`src/rtl/tg_pkg.sv`:
```
package tg_pkg;
  localparam int CNT_W     = 64;
  localparam int WORD_W    = 32;
  localparam int FIELD_W   = 16;
  localparam int DIV_W     = FIELD_W + 1;
  localparam int SLOT_W    = 3;
  localparam int GRP_SEL_W = 2;
  localparam int ADDR_W    = SLOT_W + GRP_SEL_W + 1;

  typedef enum logic [SLOT_W-1:0] {
    SL_CTRL      = 3'd0,
    SL_ALARM_LO  = 3'd1,
    SL_ALARM_HI  = 3'd2,
    SL_RELOAD_LO = 3'd3,
    SL_RELOAD_HI = 3'd4,
    SL_LOAD_GO   = 3'd5,
    SL_SNAP_LO   = 3'd6,
    SL_SNAP_HI   = 3'd7
  } slot_e;

  typedef enum logic [1:0] {
    GR_IRQ_EN   = 2'd0,
    GR_IRQ_RAW  = 2'd1,
    GR_IRQ_ACK  = 2'd2,
    GR_IRQ_PEND = 2'd3
  } grp_e;

  typedef struct packed {
    logic [DIV_W-1:0] div;
    logic             arm;
    logic             reload;
    logic             up;
    logic             run;
  } tmr_cfg_t;

  // a zero field encodes the largest divider
  function automatic logic [DIV_W-1:0] div_of_field(input logic [FIELD_W-1:0] f);
    if (f == '0) return {1'b1, {FIELD_W{1'b0}}};
    return {1'b0, f};
  endfunction

  function automatic logic [WORD_W-1:0] ctrl_word(input tmr_cfg_t c);
    return {c.div[FIELD_W-1:0], 12'b0, c.arm, c.reload, c.up, c.run};
  endfunction
endpackage

```
`src/rtl/tg_prescaler.sv`:
```
module tg_prescaler
  import tg_pkg::*;
(
  input  logic             clk,
  input  logic             rst_n,
  input  logic             run,
  input  logic             restart,
  input  logic [DIV_W-1:0] div,
  output logic             tick
);
  logic [DIV_W-1:0] ph_q;
  logic             at_end;

  // >= keeps the phase bounded if the divider shrinks mid-period
  assign at_end = (ph_q >= div - 1'b1);
  assign tick   = run && at_end;

  always_ff @(posedge clk) begin
    if (!rst_n)       ph_q <= '0;
    else if (restart) ph_q <= '0;
    else if (run)     ph_q <= at_end ? '0 : ph_q + 1'b1;
  end
endmodule

```
`src/rtl/tg_count_core.sv`:
```
module tg_count_core
  import tg_pkg::*;
(
  input  logic             clk,
  input  logic             rst_n,
  input  logic             tick,
  input  logic             up,
  input  logic             reload,
  input  logic             armed,
  input  logic             load_go,
  input  logic [CNT_W-1:0] load_val,
  input  logic [CNT_W-1:0] alarm_val,
  output logic [CNT_W-1:0] count,
  output logic             hit
);
  logic [CNT_W-1:0] cnt_q;

  assign count = cnt_q;
  assign hit   = armed && (cnt_q == alarm_val);

  // software load beats reload, reload beats a prescaler step
  always_ff @(posedge clk) begin
    if (!rst_n)              cnt_q <= '0;
    else if (load_go)        cnt_q <= load_val;
    else if (hit && reload)  cnt_q <= load_val;
    else if (tick)           cnt_q <= up ? cnt_q + 1'b1 : cnt_q - 1'b1;
  end
endmodule

```
`src/rtl/tg_irq_ctrl.sv`:
```
module tg_irq_ctrl #(
  parameter int NT = 2
) (
  input  logic          clk,
  input  logic          rst_n,
  input  logic [NT-1:0] evt,
  input  logic          en_we,
  input  logic [NT-1:0] en_wdata,
  input  logic [NT-1:0] ack_vec,
  output logic [NT-1:0] en_q,
  output logic [NT-1:0] raw_q,
  output logic [NT-1:0] line
);
  always_ff @(posedge clk) begin
    if (!rst_n) begin
      en_q  <= '0;
      raw_q <= '0;
    end else begin
      if (en_we) en_q <= en_wdata;
      // a new event outranks a clear of the same bit
      raw_q <= (raw_q & ~ack_vec) | evt;
    end
  end

  assign line = raw_q & en_q;
endmodule

```
`src/rtl/tgrp_alarm_timers.sv`:
```
module tgrp_alarm_timers
  import tg_pkg::*;
#(
  parameter int NUM_TIMERS = 2,
  parameter int INIT_DIV   = 2
) (
  input  logic                  clk,
  input  logic                  rst_n,
  input  logic                  reg_we,
  input  logic [5:0]            reg_waddr,
  input  logic [31:0]           reg_wdata,
  input  logic [5:0]            reg_raddr,
  output logic [31:0]           reg_rdata,
  output logic [NUM_TIMERS-1:0] irq
);
  localparam int NT = NUM_TIMERS;
  localparam logic [DIV_W-1:0] RST_DIV = DIV_W'(INIT_DIV);

  tmr_cfg_t         cfg_q    [NT];
  logic [CNT_W-1:0] alarm_q  [NT];
  logic [CNT_W-1:0] reload_q [NT];
  logic [CNT_W-1:0] snap_q   [NT];
  logic [CNT_W-1:0] count    [NT];
  logic [WORD_W-1:0] tmr_rd  [NT];

  logic [NT-1:0] wr_hit, ctl_wr, ld_go, tick, hit;
  logic [NT-1:0] arm_v, run_v, rld_v;
  logic [NT-1:0] irq_en, irq_raw, ack_vec;

  logic                 wr_grp, rd_grp;
  logic [GRP_SEL_W-1:0] wr_tsel, rd_tsel;
  slot_e                wr_slot, rd_slot;
  logic                 en_we;

  assign wr_grp  = reg_waddr[ADDR_W-1];
  assign wr_tsel = reg_waddr[SLOT_W +: GRP_SEL_W];
  assign wr_slot = slot_e'(reg_waddr[SLOT_W-1:0]);
  assign rd_grp  = reg_raddr[ADDR_W-1];
  assign rd_tsel = reg_raddr[SLOT_W +: GRP_SEL_W];
  assign rd_slot = slot_e'(reg_raddr[SLOT_W-1:0]);

  assign en_we   = reg_we && wr_grp && (grp_e'(reg_waddr[1:0]) == GR_IRQ_EN);
  assign ack_vec = (reg_we && wr_grp && (grp_e'(reg_waddr[1:0]) == GR_IRQ_ACK))
                   ? reg_wdata[NT-1:0] : '0;

  for (genvar t = 0; t < NT; t++) begin : g_tmr
    assign wr_hit[t] = reg_we && !wr_grp && (wr_tsel == GRP_SEL_W'(t));
    assign ctl_wr[t] = wr_hit[t] && (wr_slot == SL_CTRL);
    assign ld_go[t]  = wr_hit[t] && (wr_slot == SL_LOAD_GO);
    assign arm_v[t]  = cfg_q[t].arm;
    assign run_v[t]  = cfg_q[t].run;
    assign rld_v[t]  = cfg_q[t].reload;

    tg_prescaler u_pre (
      .clk     (clk),
      .rst_n   (rst_n),
      .run     (cfg_q[t].run),
      .restart (ld_go[t]),
      .div     (cfg_q[t].div),
      .tick    (tick[t])
    );

    tg_count_core u_core (
      .clk       (clk),
      .rst_n     (rst_n),
      .tick      (tick[t]),
      .up        (cfg_q[t].up),
      .reload    (cfg_q[t].reload),
      .armed     (cfg_q[t].arm),
      .load_go   (ld_go[t]),
      .load_val  (reload_q[t]),
      .alarm_val (alarm_q[t]),
      .count     (count[t]),
      .hit       (hit[t])
    );

    always_comb begin
      case (rd_slot)
        SL_CTRL:      tmr_rd[t] = ctrl_word(cfg_q[t]);
        SL_ALARM_LO:  tmr_rd[t] = alarm_q[t][WORD_W-1:0];
        SL_ALARM_HI:  tmr_rd[t] = alarm_q[t][CNT_W-1:WORD_W];
        SL_RELOAD_LO: tmr_rd[t] = reload_q[t][WORD_W-1:0];
        SL_RELOAD_HI: tmr_rd[t] = reload_q[t][CNT_W-1:WORD_W];
        SL_SNAP_LO:   tmr_rd[t] = snap_q[t][WORD_W-1:0];
        SL_SNAP_HI:   tmr_rd[t] = snap_q[t][CNT_W-1:WORD_W];
        default:      tmr_rd[t] = '0;
      endcase
    end
  end

  // per-timer register file
  always_ff @(posedge clk) begin
    if (!rst_n) begin
      for (int t = 0; t < NT; t++) begin
        cfg_q[t]    <= '{div: RST_DIV, arm: 1'b0, reload: 1'b0, up: 1'b0, run: 1'b0};
        alarm_q[t]  <= '0;
        reload_q[t] <= '0;
        snap_q[t]   <= '0;
      end
    end else begin
      for (int t = 0; t < NT; t++) begin
        if (ctl_wr[t]) begin
          cfg_q[t].run    <= reg_wdata[0];
          cfg_q[t].up     <= reg_wdata[1];
          cfg_q[t].reload <= reg_wdata[2];
          cfg_q[t].arm    <= reg_wdata[3];
          if (reg_wdata[WORD_W-1 -: FIELD_W] != FIELD_W'(1))
            cfg_q[t].div <= div_of_field(reg_wdata[WORD_W-1 -: FIELD_W]);
        end else if (hit[t]) begin
          cfg_q[t].arm <= 1'b0;
        end
        if (wr_hit[t]) begin
          case (wr_slot)
            SL_ALARM_LO:  alarm_q[t][WORD_W-1:0]      <= reg_wdata;
            SL_ALARM_HI:  alarm_q[t][CNT_W-1:WORD_W]  <= reg_wdata;
            SL_RELOAD_LO: reload_q[t][WORD_W-1:0]     <= reg_wdata;
            SL_RELOAD_HI: reload_q[t][CNT_W-1:WORD_W] <= reg_wdata;
            SL_SNAP_LO:   snap_q[t]                   <= count[t];
            default:      ;
          endcase
        end
      end
    end
  end

  tg_irq_ctrl #(.NT(NT)) u_irq (
    .clk      (clk),
    .rst_n    (rst_n),
    .evt      (hit),
    .en_we    (en_we),
    .en_wdata (reg_wdata[NT-1:0]),
    .ack_vec  (ack_vec),
    .en_q     (irq_en),
    .raw_q    (irq_raw),
    .line     (irq)
  );

  always_comb begin
    reg_rdata = '0;
    if (rd_grp) begin
      case (grp_e'(reg_raddr[1:0]))
        GR_IRQ_EN:   reg_rdata[NT-1:0] = irq_en;
        GR_IRQ_RAW:  reg_rdata[NT-1:0] = irq_raw;
        GR_IRQ_PEND: reg_rdata[NT-1:0] = irq;
        default:     reg_rdata = '0;
      endcase
    end else begin
      for (int t = 0; t < NT; t++)
        if (rd_tsel == GRP_SEL_W'(t)) reg_rdata = tmr_rd[t];
    end
  end
endmodule

```
`config.mk`:
```
export PLATFORM = sky130hd
export DESIGN_NAME = tgrp_alarm_timers
export DESIGN_NICKNAME = d
export VERILOG_FILES = /design/src/rtl/tg_pkg.sv /design/src/rtl/tg_prescaler.sv /design/src/rtl/tg_count_core.sv /design/src/rtl/tg_irq_ctrl.sv /design/src/rtl/tgrp_alarm_timers.sv
export SDC_FILE = /design/constraint.sdc
export NUM_CORES = 1
export LEC_CHECK = 0
export ABC_AREA = 1
export BUFFER_PORTS_ARGS = -buffer_cell sky130_fd_sc_hd__buf_2
export CAP_MARGIN = 0
export CORE_MARGIN = 2
export CORE_UTILIZATION = 45
export DETAILED_ROUTE_END_ITERATION = 10
export SLEW_MARGIN = 20
export SYNTH_ARGS = -nofsm -noshare
export SYNTH_HDL_FRONTEND = slang
export SYNTH_SLANG_ARGS = --single-unit
```
`constraint.sdc`:
```
create_clock -name clk -period 17.9 [get_ports clk]
set_input_delay 1.79 -clock clk [delete_from_list [all_inputs] [get_ports clk]]
set_output_delay 1.79 -clock clk [all_outputs]
set_load 0.02 [all_outputs]
```
==> impl_summary.md <==
Outcome
The run finished with clean final reports.

Cells and area
The total non-filler cell area in the finished layout is 44,400 um^2. Relative to the synthesized area, the layout overhead comes to 9.69%. For this run, the post-layout net count is 6,124.

The number of inserted filler cells in the final layout is 9,031. The fraction of layout instances using a drive strength above 1 is 4.86%. The footprint of the multi-input gates is 20,100 um^2. Summing all flip-flop and latch instances after layout gives 16,100 um^2.

Critical path
Counting cells, the worst reg-to-reg path comes to 24. The worst path required time is 16.11 ns. STA puts the critical path data arrival time at 4.78 ns. The worst setup path is captured at an output pin. The startpoint type of the worst setup path is an input port.

The kind of critical path is input port to output pin. Along the worst path, the maximum fanout reaches 22.

GRT
The first global-routing pass estimated 251 mm of wire. The maximum number of pins on one net before global-route repair is 80. The overall global routing resource usage is 36.8%. The initial antenna violation count is 6. The via count of the first global-routing pass was 37,100. Summed over all layers, the global routing overflow is 0.

Synth
The cell count after synthesis is 5,884. By area the synthesized netlist is led by edfxtp_1 (32%), nand2_1 (18%), inv_1 (8.7%). The portion of synthesized cell area occupied by the leading cell type is 31.6%.

The largest area contributor in the synthesized netlist is edfxtp_1. The post-synthesis instance area is 40,400 um^2. In this run, synthesis inferred 426 flip-flops with an integrated enable. After synthesis, the share of flip-flops with an asynchronous set or reset is 0%.

The commonest cells after synthesis are nand2_1 (1,940), inv_1 (939), nor2_1 (841). The synthesized area per cell is 6.87 um^2. After synthesis the netlist holds a flip-flop and latch count of 592. For this run, the register share of the synthesized area comes to 39.8%. By instance count, the leading cell after synthesis is nand2_1.

Yosys mapped the design onto 54 distinct sky130hd cell types. The net count after synthesis is 6,095. The number of warnings issued by yosys is 0. The most used flip-flop cell after synthesis is edfxtp_1.

Drt
Before antenna repair, the detailed router went through 8 iterations. Using the TritonRoute via totals, the vias-per-cell ratio works out to 5.60. The count of nets left with antenna violations after detail routing is 0. The routed wirelength normalized by instance count is 24.3 um. The routed layout has 40,000 vias. In the routed design, unresolved DRC markers number 0.

The final layout contains routed wiring with a total length of 174 mm. For this block, the initial DRC count from the detailed router was 4,744.

STA
Setup violations remaining at the end of the flow were counted as 0. At the pin with the least slew margin, the transition time is 1.01 ns. Headroom to the max-slew limit came out at 32.5%. The worst clock skew is 0.0396 ns. The final worst-path cycle share is 36.7%. The sum of negative setup slack is 0 ns.

Setup repair after global routing left no endpoint under its margin. The top achievable clock speed is 152 MHz. The final count of pins violating max slew was 0.

The post-layout minimum cycle time is 6.57 ns. The number of failing hold endpoints at the final stage is 0.

Clock network
Counting every sink on the clock net gives 592. After clock tree synthesis, the setup repair step added 0 buffers. The clock tree from TritonCTS is built.

Clock tree synthesis inserted a total of 70 buffers. The H-tree was split into 3 levels. The number of hold-repair buffers added at the cts stage is 0.

The clock latency of the later-clocked register in the worst-skew pair is 0.65 ns. CTS placed an instance of clkbuf_16 at the clock tree root. The number of buffers between clock root and the deepest sink is 3. The post-cts resize count is 0. The post-CTS clock slew at the launch and capture registers of the worst setup and hold paths is 0.06 ns.

Pwr
The power per cell area is 75.8 nW/um^2. The worst IR drop on VDD is 0.0000561 V. The leakage component of the power is 21.3 nW.

Flow run
The number of max-capacitance violations reported is 0.

Worst hold path
The worst min-delay path category is flop to flop. The count of cells along the worst hold path is 2.

Floorplan
The horizontal die dimension is 304 um. The floorplan step set the die height to 304 um. The number of primary I/O pins is 81. The initial utilization of the core area, before any placement, comes to 45.6%. The floorplan has 109 rows.

The area of the core is 88,800 um^2. The floorplan step defined a die boundary enclosing 92,300 um^2.

Placed design
Once placement finished, the instance area stood at 42,000 um^2. The HPWL after detailed placement is 136 mm. Routability-driven placement finished with a final weighted congestion of 1.05. Buffers placed on the I/O ports in this run total 80.
[registers in the layout (all words and copies together) (netlist names)]
register	flops
u_irq.en_q	2
reload_q	128
alarm_q	128
cfg_q	42
g_tmr.u_core.count	128
snap_q	128
g_tmr.u_pre.ph_q	34
u_irq.raw_q	2
[layer usage]
layer / global-route usage [%] / share of wire, %
met4: 22.3 / 7.0
met5: 0 / 0.0081
met3: 4.97 / 7.7
met1: 46.8 / 40
met2: 59.8 / 46
[per-stage QoR]
stage / instances / hold slack (ns) / util (%) / setup slack (ns) / power [W]
finish: 7136 / 0.497 / 50.0 / 11.33 / 0.00336
floorplan: 5884 / 0.464 / - / 10.51 / 0.00175
global route: 7134 / 0.531 / 50.0 / 11.22 / 0.00345
CTS: 7134 / 0.499 / 50.0 / 11.41 / 0.00336
detailed placement: 7006 / 0.489 / 47.3 / 11.43 / 0.00189
global placement: 7006 / 0.482 / 47.3 / 11.34 / 0.00189
[worst max-delay path, stage by stage]
cell and delay [ns]:
buf_2 0.16, inv_1 0.16, nand2_1 0.10, buf_4 0.32, clkinv_1 0.75, nand2_1 0.23, nand4_1 0.10, a2111oi_0 0.59
nor3_1 0.30, buf_2 0.25
[placed cells by master, fill, tap and decap left out, types with 33 or more instances in the layout]
cell / instances
buf_2: 79
o21ai_0: 106
a21oi_1: 206
nand3b_1: 33
buf_4: 45
edfxtp_1: 426
a22oi_1: 57
ha_1: 162
xnor2_1: 44
dfxtp_1: 166
nor2_1: 838
clkbuf_16: 74
inv_1: 935
nand3_1: 225
nand2_1: 1936
nor3_1: 56
xor2_1: 91
nand4_1: 234
[area by class of cell]
type,count,area share [%]
Antenna cell,2,0.0113
Clock buffer,91,4.44
Clock inverter,37,0.874
Inverter,963,8.15
Multi-Input combinational cell,4162,45.3
Sequential cell,592,36.3
Tap cell,1165,3.29
Timing Repair Buffer,124,1.65
[worst paths after layout]
| kind | start | end | slack, ns |
|---|---|---|---|
| setup / recovery | reg_raddr[2] | reg_rdata[18] | 11.33 |
| hold / removal | g_tmr[0].u_pre.ph_q[0] | g_tmr[0].u_pre.ph_q[0] | 0.50 |
| setup reg to reg | cfg_q[1][4] | g_tmr[1].u_core.count[47] | 12.63 |
| hold reg to reg | g_tmr[0].u_pre.ph_q[0] | g_tmr[0].u_pre.ph_q[0] | 0.50 |
[cell families (layout without fill, tap and decap cells)]
kind of cell	Yosys count	count (layout)	share of synthesized area, %
adder cells (fa/ha/maj)	164	164	5.11
buffers and inverters	1130	1215	10.7
other	0	2	0
flip-flops	592	592	39.8
AO/OA/AOI/OAI	499	499	7.33
XOR/XNOR	135	135	2.92
AND/OR/NAND/NOR	3364	3364	34.1
[where the power goes]
group	switching (W)	internal [W]	leakage, nW	total, W
Sequential	0.0000539	0.00152	5.52	0.00157
Clock	0.000622	0.000870	1.14	0.00149
Combinational	0.000224	0.0000777	14.7	0.000302
(Power assumes the default switching activity.)
